[config.mk]
export PLATFORM = sky130hd
export DESIGN_NAME = dspace_router
export DESIGN_NICKNAME = d
export VERILOG_FILES = /design/src/rtl/dsr_pkg.sv /design/src/rtl/dsr_decode.sv /design/src/rtl/dsr_ext_seq.sv /design/src/rtl/dsr_rdmux.sv /design/src/rtl/dspace_router.sv
export SDC_FILE = /design/constraint.sdc
export NUM_CORES = 1
export LEC_CHECK = 0
export BUFFER_PORTS_ARGS = -buffer_cell sky130_fd_sc_hd__buf_2
export CAP_MARGIN = 0
export CORE_UTILIZATION = 35
export DETAILED_ROUTE_END_ITERATION = 16
export HOLD_SLACK_MARGIN = 0.12
export PLACE_DENSITY = 0.88
export SLEW_MARGIN = 20
export SYNTH_ARGS = -nofsm -noshare
export SYNTH_HDL_FRONTEND = slang
export SYNTH_SLANG_ARGS = --single-unit
export TNS_END_PERCENT = 5
[constraint.sdc]
create_clock -name clk -period 4.55 [get_ports clk]
set_input_delay 0.2275 -clock clk [delete_from_list [all_inputs] [get_ports clk]]
set_output_delay 0.2275 -clock clk [all_outputs]
set_load 0.03 [all_outputs]
[src/rtl/dsr_pkg.sv]
package dsr_pkg;

   typedef enum logic [1:0] {
      RG_INT = 2'd0,
      RG_EXT = 2'd1,
      RG_OFF = 2'd2
   } region_t;

   localparam int unsigned MAP_SMALL_BYTES = 4608;
   localparam int unsigned MAP_LARGE_BYTES = 8704;

   function automatic int unsigned map_bound(input int sel);
      return (sel == 0) ? MAP_SMALL_BYTES : MAP_LARGE_BYTES;
   endfunction

endpackage

[src/rtl/dsr_decode.sv]
module dsr_decode
   import dsr_pkg::*;
#(
   parameter int ADDR_W  = 16,
   parameter int MAP_SEL = 0
) (
   input  logic [ADDR_W-1:0] addr,
   input  logic              ext_en,
   output region_t           region
);
   localparam int unsigned BOUND_I = map_bound(MAP_SEL);
   localparam logic [ADDR_W-1:0] BOUND = ADDR_W'(BOUND_I);

   logic below;

   generate
      if (ADDR_W < 14 || ADDR_W > 24) begin : g_bad_width
         $error("dsr_decode: ADDR_W out of range");
      end
      if (MAP_SEL != 0 && MAP_SEL != 1) begin : g_bad_map
         $error("dsr_decode: MAP_SEL must be 0 or 1");
      end
      if (MAP_SEL == 0) begin : g_small
         assign below = (addr < BOUND);
      end else begin : g_large
         assign below = (addr < BOUND);
      end
   endgenerate

   always_comb begin
      if (below)       region = RG_INT;
      else if (ext_en) region = RG_EXT;
      else             region = RG_OFF;
   end
endmodule

[src/rtl/dsr_ext_seq.sv]
module dsr_ext_seq #(
   parameter int WS_W = 2
) (
   input  logic            clk,
   input  logic            rst_n,
   input  logic            start,
   input  logic            we,
   input  logic [WS_W-1:0] ws,
   output logic            active,
   output logic            busy,
   output logic            last,
   output logic            stall,
   output logic            rd_n,
   output logic            wr_n
);
   localparam int REM_W = WS_W + 1;

   logic             busy_q;
   logic [REM_W-1:0] rem_q;
   logic [WS_W-1:0]  ws_q;
   logic             rd_n_q, wr_n_q;
   logic             go;

   generate
      if (WS_W < 1 || WS_W > 4) begin : g_bad_ws
         $error("dsr_ext_seq: WS_W out of range");
      end
   endgenerate

   assign go     = start & ~busy_q;
   assign busy   = busy_q;
   assign active = go | busy_q;
   assign last   = busy_q & (rem_q == REM_W'(1));
   assign stall  = go | (busy_q & ~last);
   assign rd_n   = rd_n_q;
   assign wr_n   = wr_n_q;

   always_ff @(posedge clk or negedge rst_n) begin
      if (!rst_n) begin
         busy_q <= 1'b0;
         rem_q  <= '0;
         ws_q   <= '0;
         rd_n_q <= 1'b1;
         wr_n_q <= 1'b1;
      end else if (go) begin
         busy_q <= 1'b1;
         rem_q  <= REM_W'(ws) + REM_W'(1);
         ws_q   <= ws;
         rd_n_q <= we;
         wr_n_q <= ~we;
      end else if (last) begin
         busy_q <= 1'b0;
         rem_q  <= '0;
         rd_n_q <= 1'b1;
         wr_n_q <= 1'b1;
      end else if (busy_q) begin
         rem_q  <= rem_q - REM_W'(1);
      end
   end

   // stall-run counter for checking
   logic [REM_W:0] run_q;
   always_ff @(posedge clk or negedge rst_n) begin
      if (!rst_n)     run_q <= '0;
      else if (stall) run_q <= run_q + 1'b1;
      else            run_q <= '0;
   end

   AST_STALL_LEN: assert property (@(posedge clk) disable iff (!rst_n)
      last |-> (run_q == (REM_W+1)'(ws_q) + (REM_W+1)'(1)));
   AST_SETUP_QUIET: assert property (@(posedge clk) disable iff (!rst_n)
      go |-> (rd_n_q && wr_n_q));
   AST_STROBE_EXCL: assert property (@(posedge clk) disable iff (!rst_n)
      !(!rd_n_q && !wr_n_q));
   AST_LAST_STROBE: assert property (@(posedge clk) disable iff (!rst_n)
      last |-> (!rd_n_q || !wr_n_q));
endmodule

[src/rtl/dsr_rdmux.sv]
module dsr_rdmux #(
   parameter int DATA_W = 8
) (
   input  logic              sel_int,
   input  logic              ext_take,
   input  logic [DATA_W-1:0] int_rdata,
   input  logic [DATA_W-1:0] ext_din,
   output logic [DATA_W-1:0] rdata
);
   generate
      if (DATA_W < 1) begin : g_bad_data
         $error("dsr_rdmux: DATA_W must be positive");
      end
   endgenerate

   always_comb begin
      if (sel_int)       rdata = int_rdata;
      else if (ext_take) rdata = ext_din;
      else               rdata = '0;
   end
endmodule

[src/rtl/dspace_router.sv]
module dspace_router
   import dsr_pkg::*;
#(
   parameter int ADDR_W  = 16,
   parameter int DATA_W  = 8,
   parameter int WS_W    = 2,
   parameter int MAP_SEL = 0
) (
   input  logic              clk,
   input  logic              rst_n,
   input  logic              cfg_ext_en,
   input  logic [WS_W-1:0]   cfg_wait,
   input  logic              core_req,
   input  logic              core_we,
   input  logic [ADDR_W-1:0] core_addr,
   input  logic [DATA_W-1:0] core_wdata,
   output logic [DATA_W-1:0] core_rdata,
   output logic              core_stall,
   output logic              int_sel,
   output logic              int_we,
   input  logic [DATA_W-1:0] int_rdata,
   output logic [ADDR_W-1:0] ext_addr,
   output logic [DATA_W-1:0] ext_dout,
   output logic              ext_oe,
   input  logic [DATA_W-1:0] ext_din,
   output logic              ext_rd_n,
   output logic              ext_wr_n
);
   region_t region;
   logic    seq_active, seq_busy, seq_last, seq_start;

   dsr_decode #(.ADDR_W(ADDR_W), .MAP_SEL(MAP_SEL)) u_dec (
      .addr   (core_addr),
      .ext_en (cfg_ext_en),
      .region (region)
   );

   assign seq_start = core_req & (region == RG_EXT);

   dsr_ext_seq #(.WS_W(WS_W)) u_seq (
      .clk    (clk),
      .rst_n  (rst_n),
      .start  (seq_start),
      .we     (core_we),
      .ws     (cfg_wait),
      .active (seq_active),
      .busy   (seq_busy),
      .last   (seq_last),
      .stall  (core_stall),
      .rd_n   (ext_rd_n),
      .wr_n   (ext_wr_n)
   );

   assign int_sel  = core_req & (region == RG_INT);
   assign int_we   = int_sel & core_we;
   assign ext_addr = seq_active ? core_addr : '0;
   assign ext_oe   = seq_active & core_we;
   assign ext_dout = (seq_active & core_we) ? core_wdata : '0;

   dsr_rdmux #(.DATA_W(DATA_W)) u_mux (
      .sel_int   (int_sel),
      .ext_take  (seq_last & ~core_we),
      .int_rdata (int_rdata),
      .ext_din   (ext_din),
      .rdata     (core_rdata)
   );

   AST_INT_QUIET: assert property (@(posedge clk) disable iff (!rst_n)
      int_sel |-> (ext_rd_n && ext_wr_n && !core_stall));
   AST_OFF_QUIET: assert property (@(posedge clk) disable iff (!rst_n)
      (!cfg_ext_en && !seq_busy) |-> (ext_rd_n && ext_wr_n));
   AST_WR_DRIVEN: assert property (@(posedge clk) disable iff (!rst_n)
      !ext_wr_n |-> (ext_oe && ext_dout == core_wdata));
   AST_RD_FLOAT: assert property (@(posedge clk) disable iff (!rst_n)
      !ext_rd_n |-> !ext_oe);
   AST_ADDR_HELD: assert property (@(posedge clk) disable iff (!rst_n)
      core_stall |=> (ext_addr == $past(core_addr)));
endmodule

# Word level (Yosys, flattened, before mapping)
# Cells that the tools add are included.
[word_totals]
mem_bits_rw = 0
latch_bits = 0
register_bits = 6
in_bits = 47
elab_cells = 39
romBits = 0
mem_count = 0
[op_classes]
add_sub_neg = 2
bitwise_logic = 13
eq_ne = 2
mux = 14
shifts = 0
div = 0
magnitude_cmp = 1
n_mul = 0
reduce_logical = 3
[op_table]
columns = ["op", "count"]
rows = [
  ["$mux 8", 3],
  ["$lt 16x13->1 const B", 1],
  ["$mux 16", 1],
  ["$mux 3", 3],
  ["$and 1x1->1", 8],
  ["$mux 1", 5],
  ["$mux 2", 2],
  ["$add 2x1->3 const B", 1],
  ["$eq 3x1->1 const B", 1],
  ["$not 1->1", 3],
  ["$reduce_bool 3->1", 1],
  ["$sub 3x1->3 const B", 1],
  ["$eq 2x1->1 const B", 1],
  ["$logic_not 2->1", 1],
  ["$or 1x1->1", 2],
  ["$reduce_bool 2->1", 1],
]

# Longest topological paths before layout
# Gate-level depths: netlist of run 1.
[depth]
depth_word = 8
ltp_mapped = 8

# Cells and area by module
# From an unflattened synthesis of run 1, not the netlist that was laid out.
[unflattened]
hier_cells = 90
hier_area_um2 = 740.7
[by_module_without_submodules]
columns = ["mod", "area_each_um2", "instances", "cells_per_inst"]
rows = [
  ["dsr_ext_seq", 401.6, 1, 40],
  ["dspace_router", 206.4, 1, 32],
  ["dsr_rdmux", 102.6, 1, 14],
  ["dsr_decode", 30.0, 1, 4],
]

# Worst setup path after synthesis of run 1
# OpenSTA, ideal clock, no wires.
[synth_path]
kind = "reg-to-output"
start = "reg u_seq.rem_q[1]"
end = "out core_rdata[5]"
slack_ns = 2.746
required_ns = 4.323
path_stages_with_launch = 9
t_arrival_ns = 1.577
path_cell_list = "dfrtp_1 > inv_1 > ha_1 > and3b_1 > buf_6 > nor2b_1 > clkbuf_1 > nand3_1 > o21ai_0"
[synth_via]
elab_chain_cells = 5
[synth_lines]
columns = ["item", "line_no", "rtl"]
rows = [
  ["from (decl)", "dsr_ext_seq.sv:19", "logic [REM_W-1:0] rem_q;"],
  ["from (signal assigned)", "dsr_ext_seq.sv:47", "rem_q <= REM_W'(ws) + REM_W'(1);"],
  ["from (signal assigned)", "dsr_ext_seq.sv:57", "rem_q <= rem_q - REM_W'(1);"],
  ["$eq 3x1->1", "dsr_ext_seq.sv:33", "assign last = busy_q & (rem_q == REM_W'(1));"],
  ["$and 1x1->1", "dsr_ext_seq.sv:33", ""],
  ["$and 1x1->1", "dspace_router.sv:62", ".ext_take (seq_last & ~core_we),"],
  ["$mux 8", "dsr_rdmux.sv:18", "else if (ext_take) rdata = ext_din;"],
  ["$mux 8", "dsr_rdmux.sv:17", "if (sel_int) rdata = int_rdata;"],
  ["to (decl)", "dspace_router.sv:17", "output logic [DATA_W-1:0] core_rdata,"],
]
# Every way passes these cells.

# Worst setup path after layout of run 1
[layout_path]
start = "reg u_seq.rem_q[1]"
end = "out core_rdata[4]"
# Same word-level chain as after synthesis.

==> qor.yml, run 1 <==
run:
  drv_cap: 0
finish:
  antenna_cells: 0
  area_growth_syn_to_layout_pct: 64.6
  drive_gt1_share_pct: 53.1
  fin_area_um2: 1160
  fillers: 171
  layout.nets: 228
  final_cell_mix: "84 x buf_2, 18 x nor2b_1, 12 x inv_1, 9 x nand3_1, 9 x and2_1"
  layout_commonest_cell: "buf_2"
route:
  viasPerCell: 4.75
  dr.pass1.iters: 4
  ant_nets: 0
  drcViolationCount: 0
  wirelength_mm: 2.35
  vias: 960
  avgRoutedWirePerCell_um: 11.6
  drt_first_iter_violations: 10
sta:
  worst_pin_slew_ns: 0.506
  relSlewSlack_pct: 66.2
  tns_ns: 0
  fin_crit_ns: 2.29
  slew_viol_final: 0
  rsz0062_at_grt: "false"
  final_hold_viol_count: 0
  fmax_mhz: 436
  fin_skew_ns: 0.00316
  setup_viol: 0
  min_period_over_period_pct: 50.4
logic_synthesis:
  synth.yosys.seq_area_share_pct: 21.7
  synth_top_area_share_pct: 16.0
  synth-seq-cells: 6
  netlist_area_um2: 703
  synthCells: 94
  syn_avg_cell_area_um2: 7.48
  yosys_warnings: 0
  ys_types: 29
  synth_top_area_cell: "nor2b_1"
  syn_nets: 144
  synth_area_leaders: "nor2b_1 16%, dfrtp_1 14%, and2_1 8.0%, dfstp_2 7.5%, nand3_1 6.4%"
die:
  rows: 15
  start_util_pct: 39.0
  ios: 85
  die_area_um2: 2190
  die_width_um: 46.8
  die_h_um: 46.8
  core_um2: 1800
pwr:
  p_comb_share_pct: 70.0
  intPower_uw: 239
  power_frac_seq_pct: 20.0
  power.leakage_uw: 0.000675
  clockPowerShare_pct: 10.0
  p_switching_uw: 270
  switching_share_pct: 53.1
  power_uw: 509
  p_per_area_nw_per_um2: 440
  ir_worst_vdd_uv: 296
worst_setup_path:
  cp_top_family: "simple AND/OR/NAND/NOR gates"
  path_cells: "inv_1, ha_1, and3b_1, nor2b_1, nand3_1, o21ai_1, buf_2"
  worstSetupEndpointType: "output pin"
  crit_arrival_ns: 2.07
  worst-setup-path-type: "flip-flop to output pin"
  worstPathMaxFanout: 8
  cpPeakStageDelay_ns: 0.47
  cp_slowest_cell: "nor2b_1"
  cp.buffers_inverters: 2
  cp.required_ns: 4.32
  start_kind: "flip-flop"
global_routing:
  grt_pass1_wl_mm: 3.15
  grt_max_degree: 24
  grt_use_total_pct: 20.2
  grt_pass1_vias: 809
  antenna_found_initial: 0
  grt_overflow: 0
clock_tree:
  root_buffer: "clkbuf_4"
  clk_pin_slew_ns: 0.05
  htree_levels: 1
  post_cts_resized: 0
  clock_latency_ns: 0.24
  cts_tree: "yes"
  clkSinkCount: 6
  clockBufferDepth: 2
  cts_made_buffers: 3
place:
  hpwl_mm: 2.05
  gp_congestion: 0.705
  place_area_um2: 1120
  port_buffers: 84
status:
  outcome: "finished clean"
worst_hold_path:
  hp-class: "input port to flip-flop"
metrics by stage:
stage	worst slack, ns	util [%]	hold slack, ns	instances
CTS	2.26	64.2	0.251	202
global placement	2.64	62.2	0.0498	197
finish	2.26	64.2	0.269	202
detailed placement	2.53	62.2	0.0512	197
global route	2.07	64.2	0.276	202
floorplan	2.75	-	-0.0681	94
worst register-to-register path, cell delays in order, from the launching register on:
cell,delay [ns]
dfrtp_1,0.39
ha_1,0.21
and3b_1,0.24
or3b_1,0.36
a2bb2oi_1,0.15
o2bb2ai_1,0.16
metal layers:
metal | global-route usage [%] | up-vias | wire length [um]
li1 | - | 481 | -
met1 | 20.9 | 432 | 916
met2 | 39.2 | 43 | 1230
met3 | 3.08 | 4 | 178
met4 | 9.71 | 0 | 24
met5 | 0 | - | 0
what timing repair did:
item / in CTS / in global routing
hold endpoints to repair: 6 / 0
setup buffers: 0 / 0
setup endpoints to repair: 0 / 0
hold buffers: 1 / 0
flip-flops by register name, summed over array words and instances, names as in the netlist:
register,flops
u_seq.busy,1
u_seq.rd_n,1
u_seq.rem_q,3
u_seq.wr_n,1
cell families (layout without fill, tap and decap cells):
| logic type | Yosys count | after routing | synth area share (%) |
|---|---|---|---|
| AOI/OAI and AO/OA | 18 | 18 | 20.1 |
| adders and majority gates | 3 | 3 | 5.34 |
| buffers and inverters | 18 | 101 | 11.2 |
| DFF | 6 | 6 | 21.7 |
| muxes | 1 | 1 | 1.42 |
| and+or+nand+nor | 48 | 48 | 40.2 |
synth_stat cells:
cell and n:
o221a_2 1, nand2_1 4, inv_1 12, dfrtp_1 4, nand3_1 9, o21bai_1 1
o31a_1 1, o32a_1 1, ha_1 3, and2_1 9, mux2i_1 1, or3b_1 1
clkbuf_1 2, nand3_2 1, o211ai_1 1, buf_6 1, o21ai_0 6, nor2b_1 18
o31ai_4 1, nor3_2 1, o2bb2ai_1 1, dfstp_2 2, and3b_1 1, a2bb2oi_1 1
buf_2 3, a211oi_2 1, nor3_1 1, nor2_1 3, o21ai_1 3
final timing paths:
path | from | endpoint | slack, ns | cells past startpoint
worst max register to register | u_seq.rem_q[0] | u_seq.rem_q[2] | 2.96 | 5
min in group asynchronous | rst_n | u_seq.rem_q[2] | 0.33 | 2
worst min register to register | u_seq.rem_q[1] | u_seq.rem_q[1] | 0.53 | 2
worst min-delay path | core_we | u_seq.wr_n | 0.27 | 3
worst max-delay path | u_seq.rem_q[1] | core_rdata[4] | 2.26 | 7
max in group asynchronous | rst_n | u_seq.wr_n | 4.00 | 2
power groups by stage:
stage | registers (uW) | logic (uW) | clock network, uW
after floorplan | 111 | 252 | 0
after global placement | 100 | 345 | 0
after CTS | 101 | 359 | 55.0
final | 102 | 357 | 51.1
after detailed placement | 102 | 358 | 0
after global routing | 104 | 390 | 59.2
cell type report:
type / instances / area (um^2) / area share [%]
Clock buffer: 4 / 26.3 / 2.27
Inverter: 12 / 45.0 / 3.89
Multi-Input combinational cell: 70 / 472 / 40.8
Sequential cell: 6 / 153 / 13.2
Tap cell: 25 / 31.3 / 2.70
Timing Repair Buffer: 85 / 430 / 37.2
(Power assumes the default switching activity.)
==> run 2, diff against run 1 <==
Settings changed: CORE_UTILIZATION 35 to 29, PLACE_DENSITY 0.88 to 0.78.
Clock period 4.55 ns to 2.1 ns, I/O delays scaled along.
==> qor.yml, run 2 (synthesis gave the netlist of run 1 again) <==
worst_setup_path:
  cp_slowest_cell: "dfrtp_1"
  crit_arrival_ns: 1.81  # -0.26 ns
  worst-setup-path-type: "flip-flop to output pin"
  timing.rr.start: "u_seq.rem_q[0]"
  worstPathMaxFanout: 8  # unchanged
  start_kind: "flip-flop"
  cp_top_family: "simple AND/OR/NAND/NOR gates"
  cp.required_ns: 2.00  # -2.32 ns
  cp.buffers_inverters: 3  # +1
  worstSetupEndpointType: "output pin"
  crit_start: "u_seq.rem_q[1]"
  cpPeakStageDelay_ns: 0.37  # -0.10 ns
  path_cells: "inv_1, ha_1, and3b_1, nor2b_1, buf_4, nand3_1, o21ai_1, buf_2"
clock_tree:
  clock_latency_ns: 0.25  # about the same
  root_buffer: "clkbuf_4"
  clk_pin_slew_ns: 0.06  # about the same
  clockBufferDepth: 2  # unchanged
  htree_levels: 1  # unchanged
  post_cts_resized: 0  # unchanged
  clkSinkCount: 6  # unchanged
  cts_made_buffers: 3  # unchanged
  cts_tree: "yes"
  cts_setup_buffers: 0  # unchanged
place:
  gp_congestion: 0.720  # +2.1%
  hpwl_mm: 1.70  # -17%
  port_buffers: 84  # unchanged
  place_area_um2: 1140  # +1.7%
sta:
  relSlewSlack_pct: 70.6  # +4.3 points
  min_period_over_period_pct: 91.3
  slew_viol_final: 0  # unchanged
  worst_pin_slew_ns: 0.441  # -0.0647 ns
  final_hold_viol_count: 0  # unchanged
  fin_crit_ns: 1.92
  rsz0062_at_grt: "false"
  setup_viol: 0  # unchanged
  tns_ns: 0  # unchanged
  fmax_mhz: 522
  fin_skew_ns: 0.0115  # +0.00830 ns
  whs_ns: 0.143  # -0.125 ns
worst_hold_path:
  hp-class: "input port to flip-flop"
  min_from: "core_we"
finish:
  regMostFlops: "u_seq.rem_q"
  antenna_cells: 0  # unchanged
  final_cell_mix: "84 x buf_2, 18 x nor2b_1, 12 x inv_1, 9 x nand3_1, 9 x and2_1"
  layout_commonest_cell: "buf_2"
  multi_input_area_um2: 472  # unchanged
  fin_util_pct: 52.2  # -12 points
  largest_register_ffs: 3  # unchanged
  fin_area_um2: 1180  # +1.6%
  regArea_um2: 153  # unchanged
  fillers: 239  # +40%
  layout.nets: 230  # +0.88%
  drive_gt1_share_pct: 53.6  # +0.52 points
  area_growth_syn_to_layout_pct: 67.3
status:
  outcome: "finished clean"
global_routing:
  grt_use_total_pct: 14.1  # -6.1 points
  antenna_found_initial: 0  # unchanged
  grt_overflow: 0  # unchanged
  grt_pass1_vias: 694  # -14%
  grt_max_degree: 23  # -4.2%
  grt_pass1_wl_mm: 2.78  # -12%
route:
  dr.pass1.iters: 2  # -2
  viasPerCell: 4.45  # -6.4%
  drcViolationCount: 0  # unchanged
  wirelength_mm: 2.03  # -14%
  ant_nets: 0  # unchanged
  vias: 921  # -4.1%
  drt_first_iter_violations: 13  # +3
  avgRoutedWirePerCell_um: 9.79  # -16%
die:
  die_area_um2: 2630  # +20%
  core_um2: 2250  # +25%
  die_h_um: 51.2  # +9.4%
  die_width_um: 51.2  # +9.4%
  start_util_pct: 31.2  # -7.8 points
  ios: 85  # unchanged
  rows: 17  # +2
run:
  drv_cap: 0  # unchanged
pwr:
  ir_worst_vdd_uv: 551  # +86%
  power_uw: 1110  # +120%
  power.leakage_uw: 0.000686  # +1.6%
  p_per_area_nw_per_um2: 940  # +110%
==> run 2: cell count changes in the layout (fill, tap and decap cells not counted) <==
cell,before,now
buf_4,0,2
==> run 2: per-stage QoR <==
step | setup slack, ns | cells
final | 0.183 | 207
after detailed placement | 0.464 | 202
after global placement | 0.509 | 202
after global routing | 0.0392 | 207
after floorplan | 0.418 | 94
after CTS | 0.182 | 207
==> run 2: power breakdown <==
part	total (uW)	internal (uW)	switching (uW)
clock network	120	72.4	47.8
registers	218	181	37.4
logic	768	275	493
==> run 2: layer usage <==
| metal | track usage [%] | share of wire, % | routed length (um) |
|---|---|---|---|
| met4 | 7.21 | 1.3 | 27 |
| met5 | 0 | 0 | 0 |
| met3 | 3.27 | 10 | 209 |
| met2 | 25.2 | 47 | 949 |
| met1 | 15.3 | 41 | 841 |
==> run 2: final cells by class <==
class                      count  share of cell area (%)
multi-input combinational     70                    40.1
timing repair buffer          87                    37.9
sequential                     6                    13.0
inverter                      12                    3.83
tap                           28                    2.98
clock buffer                   4                    2.23
==> run 2: path summary, 6_finish.rpt <==
kind	depth (start not counted)	end	slack, ns
worst min register to register	1	u_seq.rem_q[2]	0.51
worst max register to register	5	u_seq.rem_q[2]	0.58
max in group asynchronous	2	u_seq.rd_n	1.67
min in group asynchronous	2	u_seq.rem_q[1]	0.20
worst max-delay path	8	core_rdata[2]	0.18
worst min-delay path	3	u_seq.rd_n	0.14
==> run 2: worst register-to-register path, delay by kind of cell (launching register included) <==
kind / cells / cell delay [ns]
AOI/OAI and AO/OA: 2 / 0.27
adders and majority gates: 1 / 0.20
and+or+nand+nor: 2 / 0.60
DFF: 1 / 0.40
==> run 2: what timing repair did <==
item / CTS / global route
hold buffers: 1 / 0
setup endpoints to repair: 0 / 0
hold endpoints to repair: 6 / 0
==> run 3, diff against run 2 <==
Settings changed: CELL_PAD_IN_SITES_DETAIL_PLACEMENT set to 0, CELL_PAD_IN_SITES_GLOBAL_PLACEMENT set to 1, CORE_UTILIZATION 29 to 18, PLACE_DENSITY 0.78 to 0.79.
==> qor.yml, run 3 (synthesis gave the netlist of run 1 again) <==
worst_setup_path:
  cp.required_ns: 2.00  # about the same
  start_kind: "flip-flop"
  crit_arrival_ns: 1.77  # -0.04 ns
  timing.rr.start: "u_seq.rem_q[0]"
  worst-setup-path-type: "flip-flop to output pin"
  worstSetupEndpointType: "output pin"
  worstPathMaxFanout: 8  # unchanged
  reg2reg_to: "u_seq.rem_q[2]"
  reg2reg_depth: 5  # unchanged
  reg2reg_slack_ns: 0.52  # -0.06 ns
die:
  ios: 85  # unchanged
  die_width_um: 64.5  # +26%
  core_um2: 3720  # +65%
  start_util_pct: 18.9  # -12 points
  die_area_um2: 4160  # +58%
  die_h_um: 64.5  # +26%
  rows: 22  # +5
sta:
  fin_crit_ns: 1.88  # -0.0418 ns
  tns_ns: 0  # unchanged
  slew_viol_final: 0  # unchanged
  setup_viol: 0  # unchanged
  relSlewSlack_pct: 69.2  # -1.3 points
  min_period_over_period_pct: 89.3  # -2.0 points
  rsz0062_at_grt: "false"
  final_hold_viol_count: 0  # unchanged
  fin_skew_ns: 0.00199  # -0.00947 ns
  fmax_mhz: 533  # +2.2%
  worst_pin_slew_ns: 0.461  # +0.0201 ns
global_routing:
  grt_use_total_pct: 9.93  # -4.1 points
  grt_overflow: 0  # unchanged
  antenna_found_initial: 0  # unchanged
  grt_pass1_wl_mm: 3.22  # +16%
  grt_max_degree: 18  # -22%
  grt_pass1_vias: 746  # +7.5%
clock_tree:
  clkSinkCount: 6  # unchanged
  htree_levels: 1  # unchanged
  cts_tree: "yes"
  clk_pin_slew_ns: 0.04  # -0.02 ns
  clockBufferDepth: 2  # unchanged
  cts_made_buffers: 3  # unchanged
  clock_latency_ns: 0.22  # -0.03 ns
  root_buffer: "clkbuf_8"
  post_cts_resized: 0  # unchanged
route:
  vias: 919  # -0.22%
  wl_met3_um: 237  # +13%
  wirelength_mm: 2.14  # +5.4%
  avgRoutedWirePerCell_um: 9.41  # -3.9%
  dr.pass1.iters: 2  # unchanged
  drt_first_iter_violations: 11  # -2
  drcViolationCount: 0  # unchanged
  viasPerCell: 4.05  # -9.0%
  dr.max_layer_used: "met4"
  wl_met2_um: 999  # +5.3%
  ant_nets: 0  # unchanged
  wl_met1_um: 893  # +6.2%
run:
  drv_cap: 0  # unchanged
pwr:
  power.leakage_uw: 0.000693  # +1.1%
  ir_worst_vdd_uv: 346  # -37%
  p_per_area_nw_per_um2: 964  # +2.5%
  power_uw: 1180  # +6.4%
finish:
  layout.nets: 230  # unchanged
  area_growth_syn_to_layout_pct: 73.5
  largest_register_ffs: 3  # unchanged
  antenna_cells: 0  # unchanged
  regMostFlops: "u_seq.rem_q"
  drive_gt1_share_pct: 53.6  # unchanged
  layout_commonest_cell: "buf_2"
  final_cell_mix: "84 x buf_2, 18 x nor2b_1, 12 x inv_1, 9 x nand3_1, 9 x and2_1"
place:
  hpwl_mm: 1.82  # +6.8%
  port_buffers: 84  # unchanged
  gp_congestion: 0.707  # -1.7%
worst_hold_path:
  hp-class: "input port to flip-flop"
  min_to: "u_seq.wr_n"
  min_from: "core_we"
  hold_path_depth: 3  # unchanged
status:
  outcome: "finished clean"
## run 3: layout make-up
cell class | count | area [um^2]
fill | 393 | 2500
multi-input combinational | 70 | 472
timing repair buffer | 87 | 445
sequential | 6 | 153
tap | 48 | 60.1
clock buffer | 4 | 45.0
inverter | 12 | 45.0
## run 3: critical path: stages (launching register included)
cell	delay (ns)
dfrtp_1	0.37
inv_1	0.07
ha_1	0.13
and3b_1	0.27
nor2b_1	0.16
buf_4	0.16
nand3_1	0.07
o21ai_0	0.09
buf_2	0.23
## run 3: layer usage
metal | track usage [%] | up-vias
li1 | - | 483
met5 | 0 | -
met4 | 5.00 | 0
met3 | 3.70 | 2
met1 | 10.2 | 384
met2 | 17.5 | 50
## run 3: how the worst max path moves through the flow
stage | startpoint | endpoint | slack, ns | depth (start not counted)
6_report | u_seq.rem_q[1] | core_rdata[6] | 0.22 | 8
5_1_grt | u_seq.rem_q[1] | core_rdata[1] | 0.07 | 8
4_1_cts | u_seq.rem_q[1] | core_rdata[7] | 0.21 | 8
3_5_place_dp | u_seq.rem_q[1] | core_rdata[6] | 0.46 | 8
3_3_place_gp | u_seq.rem_q[1] | core_rdata[2] | 0.49 | 8
2_1_floorplan | u_seq.rem_q[1] | core_rdata[5] | 0.42 | 8
## run 3: stage by stage
stage                     setup slack, ns  instance area [um^2]  instances  utilization [%]  hold slack [ns]
after floorplan                     0.418                   703         94                -           -0.191
after global placement              0.488                  1160        222             31.3          -0.0730
after detailed placement            0.459                  1160        222             31.3          -0.0600
after CTS                           0.212                  1220        227             32.8            0.177
after global routing               0.0661                  1220        227             32.8            0.209
final                               0.224                  1220        227             32.8            0.175
## run 3: power by group
part,switching (uW),internal [uW]
Sequential,38.6,181
Combinational,498,276
Clock,51.4,131
Total,588,588
## run 3: repair_timing
item / in CTS / in global routing
setup buffers: 0 / 0
hold endpoints to repair: 6 / 0
hold buffers: 1 / 0
